$ cat src/rtl/sram_eng_pkg.sv
package sram_eng_pkg;

  typedef struct packed {
    logic csOn;
    logic weOn;
    logic oeOn;
    logic addrPhase;
    logic capture;
    logic finish;
  } pinStrobes_t;

  typedef enum logic [1:0] {
    ST_IDLE = 2'd0,
    ST_RUN  = 2'd1,
    ST_FIN  = 2'd2
  } engState_e;

endpackage

$ cat src/rtl/sram_eng_ctrl.sv
module sram_eng_ctrl
  import sram_eng_pkg::*;
#(
  parameter int CNT_W = 4,
  parameter int PW    = 3
) (
  input  logic             clk,
  input  logic             rstN,
  input  logic             reqValid,
  input  logic             reqWrite,
  input  logic [CNT_W-1:0] cfgWrCycles,
  input  logic [PW-1:0]    cfgWePulse,
  input  logic [CNT_W-1:0] cfgRdCycles,
  input  logic [PW-1:0]    cfgOeDelay,
  input  logic             cfgMux,
  output logic             reqReady,
  output logic             accept,
  output pinStrobes_t      strb
);

  localparam logic [CNT_W-1:0] ONE = CNT_W'(1);

  engState_e        state;
  logic [CNT_W-1:0] cnt, lastCnt, weLen, oeStart;
  logic             isWr;
  logic [CNT_W-1:0] wpEff, oeEff, wrTotal, rdTotal;

  // effective timings derived from the live configuration, latched on accept
  always_comb begin
    wpEff   = (cfgWePulse == '0) ? ONE : CNT_W'(cfgWePulse);
    oeEff   = (cfgMux && cfgOeDelay == '0) ? ONE : CNT_W'(cfgOeDelay);
    wrTotal = (cfgWrCycles > wpEff) ? cfgWrCycles : wpEff + ONE;
    rdTotal = (cfgRdCycles > oeEff) ? cfgRdCycles : oeEff + ONE;
  end

  assign reqReady = (state == ST_IDLE);
  assign accept   = reqValid && reqReady;

  always_ff @(posedge clk or negedge rstN) begin
    if (!rstN) begin
      state   <= ST_IDLE;
      cnt     <= '0;
      lastCnt <= '0;
      weLen   <= '0;
      oeStart <= '0;
      isWr    <= 1'b0;
    end else begin
      case (state)
        ST_IDLE: if (reqValid) begin
          state   <= ST_RUN;
          cnt     <= '0;
          isWr    <= reqWrite;
          weLen   <= wpEff;
          oeStart <= oeEff;
          lastCnt <= (reqWrite ? wrTotal : rdTotal) - ONE;
        end
        ST_RUN: begin
          if (cnt == lastCnt) state <= ST_FIN;
          else                cnt   <= cnt + ONE;
        end
        default: state <= ST_IDLE;
      endcase
    end
  end

  always_comb begin
    strb = '0;
    if (state == ST_RUN) begin
      strb.csOn      = 1'b1;
      strb.addrPhase = (cnt == '0);
      strb.weOn      = isWr && (cnt != '0) && (cnt <= weLen);
      strb.oeOn      = !isWr && (cnt >= oeStart);
    end else if (state == ST_FIN) begin
      strb.finish  = 1'b1;
      strb.capture = !isWr;
    end
  end

  // once taken, no second request until the transfer ends
  assert_busy_after_accept_R8: assert property (@(posedge clk) disable iff (!rstN)
    accept |=> !reqReady);

  // the two enables are never requested together
  assert_enables_exclusive_R9: assert property (@(posedge clk) disable iff (!rstN)
    !(strb.weOn && strb.oeOn));

endmodule

$ cat src/rtl/sram_eng_dp.sv
module sram_eng_dp
  import sram_eng_pkg::*;
#(
  parameter int CS_N   = 4,
  parameter int CSEL_W = 2,
  parameter int AW     = 32,
  parameter int DW     = 32
) (
  input  logic              clk,
  input  logic              rstN,
  input  logic              accept,
  input  pinStrobes_t       strb,
  input  logic              reqWrite,
  input  logic [CSEL_W-1:0] reqCs,
  input  logic [AW-1:0]     reqAddr,
  input  logic [DW-1:0]     reqWdata,
  input  logic              cfgMux,
  input  logic [DW-1:0]     memDin,
  output logic [CS_N-1:0]   memCsN,
  output logic              memWeN,
  output logic              memOeN,
  output logic [AW-1:0]     memAddr,
  output logic [DW-1:0]     memDout,
  output logic [DW-1:0]     rspRdata,
  output logic              rspDone
);

  logic [AW-1:0]     addrQ;
  logic [DW-1:0]     wdataQ;
  logic [CSEL_W-1:0] selQ;
  logic              muxQ, wrQ;
  logic [CS_N-1:0]   csDec;
  logic [DW-1:0]     doutNext;

  always_ff @(posedge clk or negedge rstN) begin
    if (!rstN) begin
      addrQ  <= '0;
      wdataQ <= '0;
      selQ   <= '0;
      muxQ   <= 1'b0;
      wrQ    <= 1'b0;
    end else if (accept) begin
      addrQ  <= reqAddr;
      wdataQ <= reqWdata;
      selQ   <= reqCs;
      muxQ   <= cfgMux;
      wrQ    <= reqWrite;
    end
  end

  for (genvar i = 0; i < CS_N; i++) begin : g_csDecode
    assign csDec[i] = strb.csOn && (selQ == CSEL_W'(i));
  end

  always_comb begin
    doutNext = '0;
    if (strb.csOn) begin
      if (muxQ && strb.addrPhase) doutNext = DW'(addrQ);
      else if (wrQ)               doutNext = wdataQ;
    end
  end

  always_ff @(posedge clk or negedge rstN) begin
    if (!rstN) begin
      memCsN   <= '1;
      memWeN   <= 1'b1;
      memOeN   <= 1'b1;
      memAddr  <= '0;
      memDout  <= '0;
      rspRdata <= '0;
      rspDone  <= 1'b0;
    end else begin
      memCsN  <= ~csDec;
      memWeN  <= ~strb.weOn;
      memOeN  <= ~strb.oeOn;
      memAddr <= strb.csOn ? addrQ : '0;
      memDout <= doutNext;
      rspDone <= strb.finish;
      if (strb.capture) rspRdata <= memDin;
    end
  end

  // never more than one chip-select line low
  assert_single_cs_R2: assert property (@(posedge clk) disable iff (!rstN)
    $onehot0(~memCsN));

  // write-enable falls only when chip-select was already low a cycle earlier
  assert_we_lags_cs_R3: assert property (@(posedge clk) disable iff (!rstN)
    $fell(memWeN) |-> (memCsN != '1) && ($past(memCsN) != '1));

  // write-enable is only low inside a chip-select window
  assert_we_inside_cs_R3: assert property (@(posedge clk) disable iff (!rstN)
    !memWeN |-> (memCsN != '1));

  // address is held while the same chip-select stays low
  assert_addr_hold_R4: assert property (@(posedge clk) disable iff (!rstN)
    ((memCsN != '1) && ($past(memCsN) == memCsN)) |-> $stable(memAddr));

  // enables never overlap on the pins
  assert_pin_enables_R9: assert property (@(posedge clk) disable iff (!rstN)
    !(!memWeN && !memOeN));

  // done is a single-cycle pulse
  assert_done_pulse_R8: assert property (@(posedge clk) disable iff (!rstN)
    rspDone |=> !rspDone);

endmodule

$ cat src/rtl/sram_cycle_engine.sv
module sram_cycle_engine
  import sram_eng_pkg::*;
#(
  parameter int CS_N  = 4,
  parameter int AW    = 32,
  parameter int DW    = 32,
  parameter int CNT_W = 4,
  parameter int PW    = 3,
  localparam int CSEL_W = (CS_N > 1) ? $clog2(CS_N) : 1
) (
  input  logic              clk,
  input  logic              rstN,
  input  logic              reqValid,
  output logic              reqReady,
  input  logic              reqWrite,
  input  logic [CSEL_W-1:0] reqCs,
  input  logic [AW-1:0]     reqAddr,
  input  logic [DW-1:0]     reqWdata,
  input  logic [CNT_W-1:0]  cfgWrCycles,
  input  logic [PW-1:0]     cfgWePulse,
  input  logic [CNT_W-1:0]  cfgRdCycles,
  input  logic [PW-1:0]     cfgOeDelay,
  input  logic              cfgMux,
  output logic [CS_N-1:0]   memCsN,
  output logic              memWeN,
  output logic              memOeN,
  output logic [AW-1:0]     memAddr,
  output logic [DW-1:0]     memDout,
  input  logic [DW-1:0]     memDin,
  output logic [DW-1:0]     rspRdata,
  output logic              rspDone
);

  pinStrobes_t strb;
  logic        accept;

  sram_eng_ctrl #(.CNT_W(CNT_W), .PW(PW)) u_ctrl (
    .clk(clk), .rstN(rstN), .reqValid(reqValid), .reqWrite(reqWrite),
    .cfgWrCycles(cfgWrCycles), .cfgWePulse(cfgWePulse),
    .cfgRdCycles(cfgRdCycles), .cfgOeDelay(cfgOeDelay), .cfgMux(cfgMux),
    .reqReady(reqReady), .accept(accept), .strb(strb)
  );

  sram_eng_dp #(.CS_N(CS_N), .CSEL_W(CSEL_W), .AW(AW), .DW(DW)) u_dp (
    .clk(clk), .rstN(rstN), .accept(accept), .strb(strb),
    .reqWrite(reqWrite), .reqCs(reqCs), .reqAddr(reqAddr), .reqWdata(reqWdata),
    .cfgMux(cfgMux), .memDin(memDin),
    .memCsN(memCsN), .memWeN(memWeN), .memOeN(memOeN), .memAddr(memAddr),
    .memDout(memDout), .rspRdata(rspRdata), .rspDone(rspDone)
  );

endmodule

$ cat config.mk
export PLATFORM = sky130hd
export DESIGN_NAME = sram_cycle_engine
export DESIGN_NICKNAME = d
export VERILOG_FILES = /design/src/rtl/sram_eng_pkg.sv /design/src/rtl/sram_eng_ctrl.sv /design/src/rtl/sram_eng_dp.sv /design/src/rtl/sram_cycle_engine.sv
export SDC_FILE = /design/constraint.sdc
export NUM_CORES = 1
export LEC_CHECK = 0
export BUFFER_PORTS_ARGS = -buffer_cell sky130_fd_sc_hd__buf_4
export CAP_MARGIN = 20
export CORE_MARGIN = 2
export CORE_UTILIZATION = 34
export DETAILED_ROUTE_END_ITERATION = 8
export MAX_ROUTING_LAYER = met4
export PLACE_DENSITY = 0.64
export SLEW_MARGIN = 20
export SYNTH_ARGS = -nofsm -noshare
export SYNTH_HDL_FRONTEND = slang
export SYNTH_HIERARCHICAL = 1
export SYNTH_SLANG_ARGS = --single-unit
$ cat constraint.sdc
create_clock -name clk -period 1.8 [get_ports clk]
set_input_delay 0.36 -clock clk [delete_from_list [all_inputs] [get_ports clk]]
set_output_delay 0.36 -clock clk [all_outputs]
set_load 0.05 [all_outputs]
After elaboration in Yosys (flattened, before gate mapping):

Cells that the tools add are included.

* memories kept: 0
* output and inout bits: 104
* RAM bits: 0
* input bits: 117
* bits in latches: 0
* memory bits (read-only): 0
* flip-flop bits (word level): 190

* multiplexer cells: 18
* multipliers: 0
* div/mod/pow operators: 0
* magnitude comparators: 4
* bitwise gates (word level): 3
* reductions and logical operators: 21
* eq/ne operators: 9
* $add $sub $neg: 4
* shift-type cells: 0

Operators with widths (number)
* 32-bit 2-to-1 mux: 4
* 4-bit 2-to-1 mux: 6
* 4-bit by 1-bit adder with 4-bit output (second input constant): 3
* 1-bit logical AND: 10
* 4-bit greater-than comparator: 2
* 2-bit 2-to-1 mux: 4
* 4-bit one-hot mux with 2 select lines: 1
* 2-bit equality test (second input constant): 3
* 3-bit zero test: 2
* 3-bit 2-to-1 mux: 2
* 2-bit by 1-bit equality test with 1-bit output (second input constant): 2
* 4-bit equality test: 1
* 4-bit >= comparator: 1
* 4-bit less-or-equal comparator: 1
* 2-bit zero test: 2
* 4-bit zero test: 1
* 2-bit inequality test (second input constant): 2
* 4-bit NOT: 1
* 2-bit one-hot mux with 2 select lines: 1
* 2-bit AND reduction: 2
* 4-bit nonzero test: 1
* 4-bit by 1-bit subtractor with 4-bit output (second input constant): 1
* 3-bit AND reduction: 1
* 2-bit by 1-bit inequality test with 1-bit output (second input constant): 1
* 3 further kinds: 4

Depth between registers and ports, before layout:

* depth in word-level cells: 7
* depth in mapped cells: 13
* gate-level depth less buffers: 13

Cells and area by module:

The synthesis kept the hierarchy.

Modules (own cells, without submodules)
* sram_eng_dp: area each 6448.7 µm², cells each 437, sequential area each 4286.6 µm², times used 1
* sram_eng_ctrl: area each 1400.1 µm², cells each 164, sequential area each 425.4 µm², times used 1

Worst setup path before layout:

OpenSTA, ideal clock, no wires.

* kind: reg-to-reg
* from: register u_ctrl.state[0]
* to: register u_dp.addrQ[11]
* arrival: 2.558 ns
* slack: -0.883 ns
* setup time: 0.125 ns
* stages on the path, launching flop included: 9
* period minus slack after synthesis: 2.683 ns
* path buffers: 4
* data required time: 1.675 ns
* cell sequence: dfrtp_1 nor2_1 nand2_1 inv_1 clkbuf_1 buf_6 buf_6 buf_8 mux2_4

* cells in the longest elaborated chain, start to end: 2

Ends and longest elaborated chain
* start: declaration: RTL line sram_eng_ctrl.sv:23 `engState_e state;`
* start signal: assignment: RTL line sram_eng_ctrl.sv:41 `state <= ST_IDLE;`
* start signal: assignment: RTL line sram_eng_ctrl.sv:50 `state <= ST_RUN;`
* start signal: assignment: RTL line sram_eng_ctrl.sv:58 `if (cnt == lastCnt) state <= ST_FIN;`
* 2-bit zero test: RTL line sram_eng_ctrl.sv:36 `assign reqReady = (state == ST_IDLE);`
* via reqReady: RTL line sram_cycle_engine.sv:14 `output logic reqReady,`
* 1-bit logical AND: RTL line sram_eng_ctrl.sv:37 `assign accept = reqValid && reqReady;`
* via accept: RTL line sram_cycle_engine.sv:35 `logic accept;`
* end signal: assignment: RTL line sram_eng_dp.sv:43 `addrQ <= reqAddr;`
* end: declaration: RTL line sram_eng_dp.sv:28 `logic [AW-1:0] addrQ;`

The timed path passes the listed nets, and every way through them passes these cells.
A chain may end at the register's enable or synchronous reset.

Worst setup path in the final report:

* from: input cfgWePulse[0]
* to: register u_ctrl.lastCnt[2]

* cells in the longest elaborated chain, start to end: 6
* elaborated cells on any way between the ends: 7
* those cells by class: add/sub (2); order compare (1); mux (3); reduce/logical (1)

Ends and longest elaborated chain
* start: declaration: RTL line sram_cycle_engine.sv:20 `input logic [PW-1:0] cfgWePulse,`
* 3-bit zero test: RTL line sram_eng_ctrl.sv:30 `wpEff = (cfgWePulse == '0) ? ONE : CNT_W'(cfgWePulse);`
* 3-bit 2-to-1 mux (*): RTL line sram_eng_ctrl.sv:30
* via u_ctrl.wpEff[0]: RTL line sram_eng_ctrl.sv:26 `logic [CNT_W-1:0] wpEff, oeEff, wrTotal, rdTotal;`
* 4-bit by 1-bit adder with 4-bit output or 4-bit greater-than comparator (tied branches): RTL line sram_eng_ctrl.sv:32 `wrTotal = (cfgWrCycles > wpEff) ? cfgWrCycles : wpEff + ONE;`
* 4-bit 2-to-1 mux (*): RTL line sram_eng_ctrl.sv:32
* 4-bit 2-to-1 mux (*): RTL line sram_eng_ctrl.sv:55 `lastCnt <= (reqWrite ? wrTotal : rdTotal) - ONE;`
* 4-bit by 1-bit subtractor with 4-bit output (*): RTL line sram_eng_ctrl.sv:55
* end signal: assignment: RTL line sram_eng_ctrl.sv:55
* end: declaration: RTL line sram_eng_ctrl.sv:24 `logic [CNT_W-1:0] cnt, lastCnt, weLen, oeStart;`

Mark *: on every way through the listed nets, which the timed path passes. The rest lies on a longest branch.

==> results.yml <==
logic_synthesis:
  ys_ff_latch: 188
  synthXorXnorAreaFrac: 0.00781
  synthTopCellsByArea: "dfrtp_1 (58%), mux2_2 (11%), mux2_4 (3.8%)"
  synth_cells: 601
  yosysTopAreaCell: "dfrtp_1"
  synthArstFlopShare: 1.00
  synth_area_um2: 7850
  avgSynthCellArea_um2: 13.1
  synth-edff-count: 0
  synth_most_common_cell: "dfrtp_1"
  muxShareOfSynthArea: 0.157
  synth_seq_area_share: 0.600
  synth_cell_type_count: 52
  synth-simple-area-share: 0.103
  synth_top_family_by_area: "multiplexers"
  synth_adder_area_share: 0.0239
  synth_nets: 733
  synth_top_area_share: 0.580
  ys_warn_count: 6
  synth_compound_area_frac: 0.0716
  synthTopCellsByCount: "dfrtp_1 (182), mux2_2 (79), nand2_1 (54)"
  synth_top_flop_cell: "dfrtp_1"
drt:
  dr.pass1.iters: 6
  wl_um: 18900
  vias_per_cell: 4.71
  vias: 5450
  antenna_left: 0
  routedWlPerCell_um: 16.4
  dr.first_iter.drc_count: 175
  drc_errors: 0
clocking:
  clock_tree.htree_level_count: 4
  cts_sinks: 188
  cts_made_buffers: 17
  cts_tree: "built"
  cts.path.max_buffers: 2
  cts.clk_slew.worst_paths_ns: 0.07
  clkLatencyLatePin_ns: 0.42
  clock_tree.root_cell: "clkbuf_16"
worst_setup_path:
  end_kind: "flip-flop"
  slowest_delay_ns: 0.32
  cp_max_fo: 3
  critical_path_class: "input port to flip-flop"
  cpLargestDelayFamily: "compound AO/OA/AOI/OAI gates"
  worstRegToRegCells: 7
  path_common_cell: "inv_2"
  start_kind: "input port"
  reg2reg_slack_ns: 0.14
  timing.rr.end: "u_dp/memWeN"
  worstPathArrival_ns: 2.31
  crit_buf_inv: 3
  cp_cell_sequence: "buf_6 -> o21bai_4 -> ha_1 -> and4b_1 -> a21oi_4 -> mux2_4 -> and2_4 -> inv_2 -> ha_4 -> inv_2 -> and3_4 -> o31ai_4"
  slowest_stage: "mux2_4"
  reg2reg_from: "u_ctrl/cnt[1]"
  critPathRequiredTime_ns: 2.13
layout:
  finish.utilization: 0.485
  syn2layout_area_growth_pct: 40.0
  fin_nets: 991
  fillers: 2038
  drive_gt1_frac: 0.498
  antenna_cells: 0
grt:
  grt_overflow: 0
  grt_use_total: 0.165
  grt_pass1_wl_um: 30500
  antenna_found_initial: 0
  grt_max_degree: 52
  grt_pass1_vias: 5745
hold_path:
  holdPathEnd: "u_dp/rspRdata[5]"
  min_from: "memDin[5]"
  worstHoldPathCells: 2
  hold_path.class: "input port to flip-flop"
pwr:
  ir_worst_vdd_mv: 0.718
  power_density_nw_per_um2: 1940
  leakage_nw: 5.18
run_status:
  violations: "setup timing"
  status: "finished, violations left"
place:
  place.gp.congestion: 0.791
  port_buffers: 220
  dp_hpwl_um: 13600
timing:
  slew_viol_final: 0
  rsz0062_at_grt: "yes"
  tightest_slew_ns: 0.455
  hold_viol_final: 0
  fin_crit_sh: 1.10
  report.final.setup_viol: 3
  max-slew-margin-rel: 0.697
  layout_min_cycle_time_ns: 1.98
  postLayoutSetupSlackWorst_ns: -0.180
  fin_worst_skew_ns: 0.00973
  clock.fmax_ghz: 0.505
  timing.hold.ws_ns: 0.152
die:
  rows: 55
  dieHeight_um: 156
  core-area_um2: 22600
  die_w_um: 156
  start_util: 0.347
  ioPinCount: 221
  die_area_um2: 24300
job:
  maxCapViolCount: 0
-- timing repair --
action | in CTS | in global routing
endpoints found under the setup margin | 3 | 21
pin swaps | 4 | 6
endpoints found under the hold margin | 41 | 0
resized for setup | 7 | 10
hold buffers | 1 | 0
buffers inserted | 3 | 0
-- per-layer routing --
metal,vias up,part of all wire,track usage
li1,2586,-,-
met1,2702,0.43,0.203
met4,0,0.0093,0.0402
met5,-,0,-
met2,147,0.51,0.276
met3,15,0.054,0.0389
-- where the power goes --
part / switching, mW / internal (mW) / leakage (nW)
clock: 1.72 / 2.29 / 0.310
combinational: 6.09 / 4.11 / 2.56
sequential: 0.982 / 6.17 / 2.30
-- metrics by stage --
stage	cell area, um2	worst slack, ns	total power, mW	TNS, ns	instances
2_1_floorplan	7950	-0.440	14.2	-4.16	601
3_3_place_gp	10200	-0.592	17.3	-1.85	1121
3_5_place_dp	10200	-0.658	17.5	-2.05	1121
4_1_cts	10900	-0.148	21.6	-0.178	1156
5_1_grt	11000	-0.220	22.7	-0.408	1156
6_report	11000	-0.180	21.4	-0.263	1156
-- logic make-up (layout without fill, tap and decap cells) --
logic type	count (synthesis)	after routing
and+or+nand+nor	156	156
muxes	103	103
buffers and inverters	55	325
AOI/OAI and AO/OA	77	77
adders and majority gates	15	15
xor gates and xnor gates	7	7
DFF	188	188
-- final cells by class --
type | instances | area, um2 | area share
Sequential cell | 188 | 4710 | 0.429
Multi-Input combinational cell | 358 | 3000 | 0.273
Timing Repair Buffer | 272 | 2180 | 0.199
Clock buffer | 18 | 439 | 0.0400
Tap cell | 285 | 357 | 0.0325
Clock inverter | 13 | 204 | 0.0186
Inverter | 22 | 96.3 | 0.00877
-- worst max-delay path by stage --
stage / start / depth (start not counted) / to
floorplan: cfgOeDelay[2] / 13 / u_ctrl/lastCnt[2]
global placement: cfgOeDelay[2] / 14 / u_ctrl/lastCnt[2]
detailed placement: cfgOeDelay[2] / 14 / u_ctrl/lastCnt[2]
CTS: cfgWePulse[0] / 12 / u_ctrl/lastCnt[2]
global route: cfgOeDelay[2] / 14 / u_ctrl/lastCnt[2]
finish: cfgWePulse[0] / 12 / u_ctrl/lastCnt[2]
-- flip-flops by register name (all words and copies together) (netlist names), 3 cells and up --
register        cells
u_ctrl/cnt          4
u_ctrl/lastCnt      4
u_ctrl/oeStart      3
u_ctrl/weLen        3
u_dp/addrQ         32
u_dp/memAddr       32
u_dp/memCsN         4
u_dp/memDout       32
u_dp/rspRdata      32
u_dp/wdataQ        32
-- layout by cell type, fill, tap and decap left out, types with 7 or more instances in the layout --
cell type and n:
and2_1 35, mux2_4 21, dfrtp_1 182, a21boi_1 10, mux2_2 78, a21boi_0 23, xnor2_1 7, buf_12 10
ha_1 12, nand3_1 36, buf_4 258, clkbuf_16 17, o21ai_0 11, nand2_1 53, inv_1 15
No activity file was read; power rests on OpenSTA's default activity.
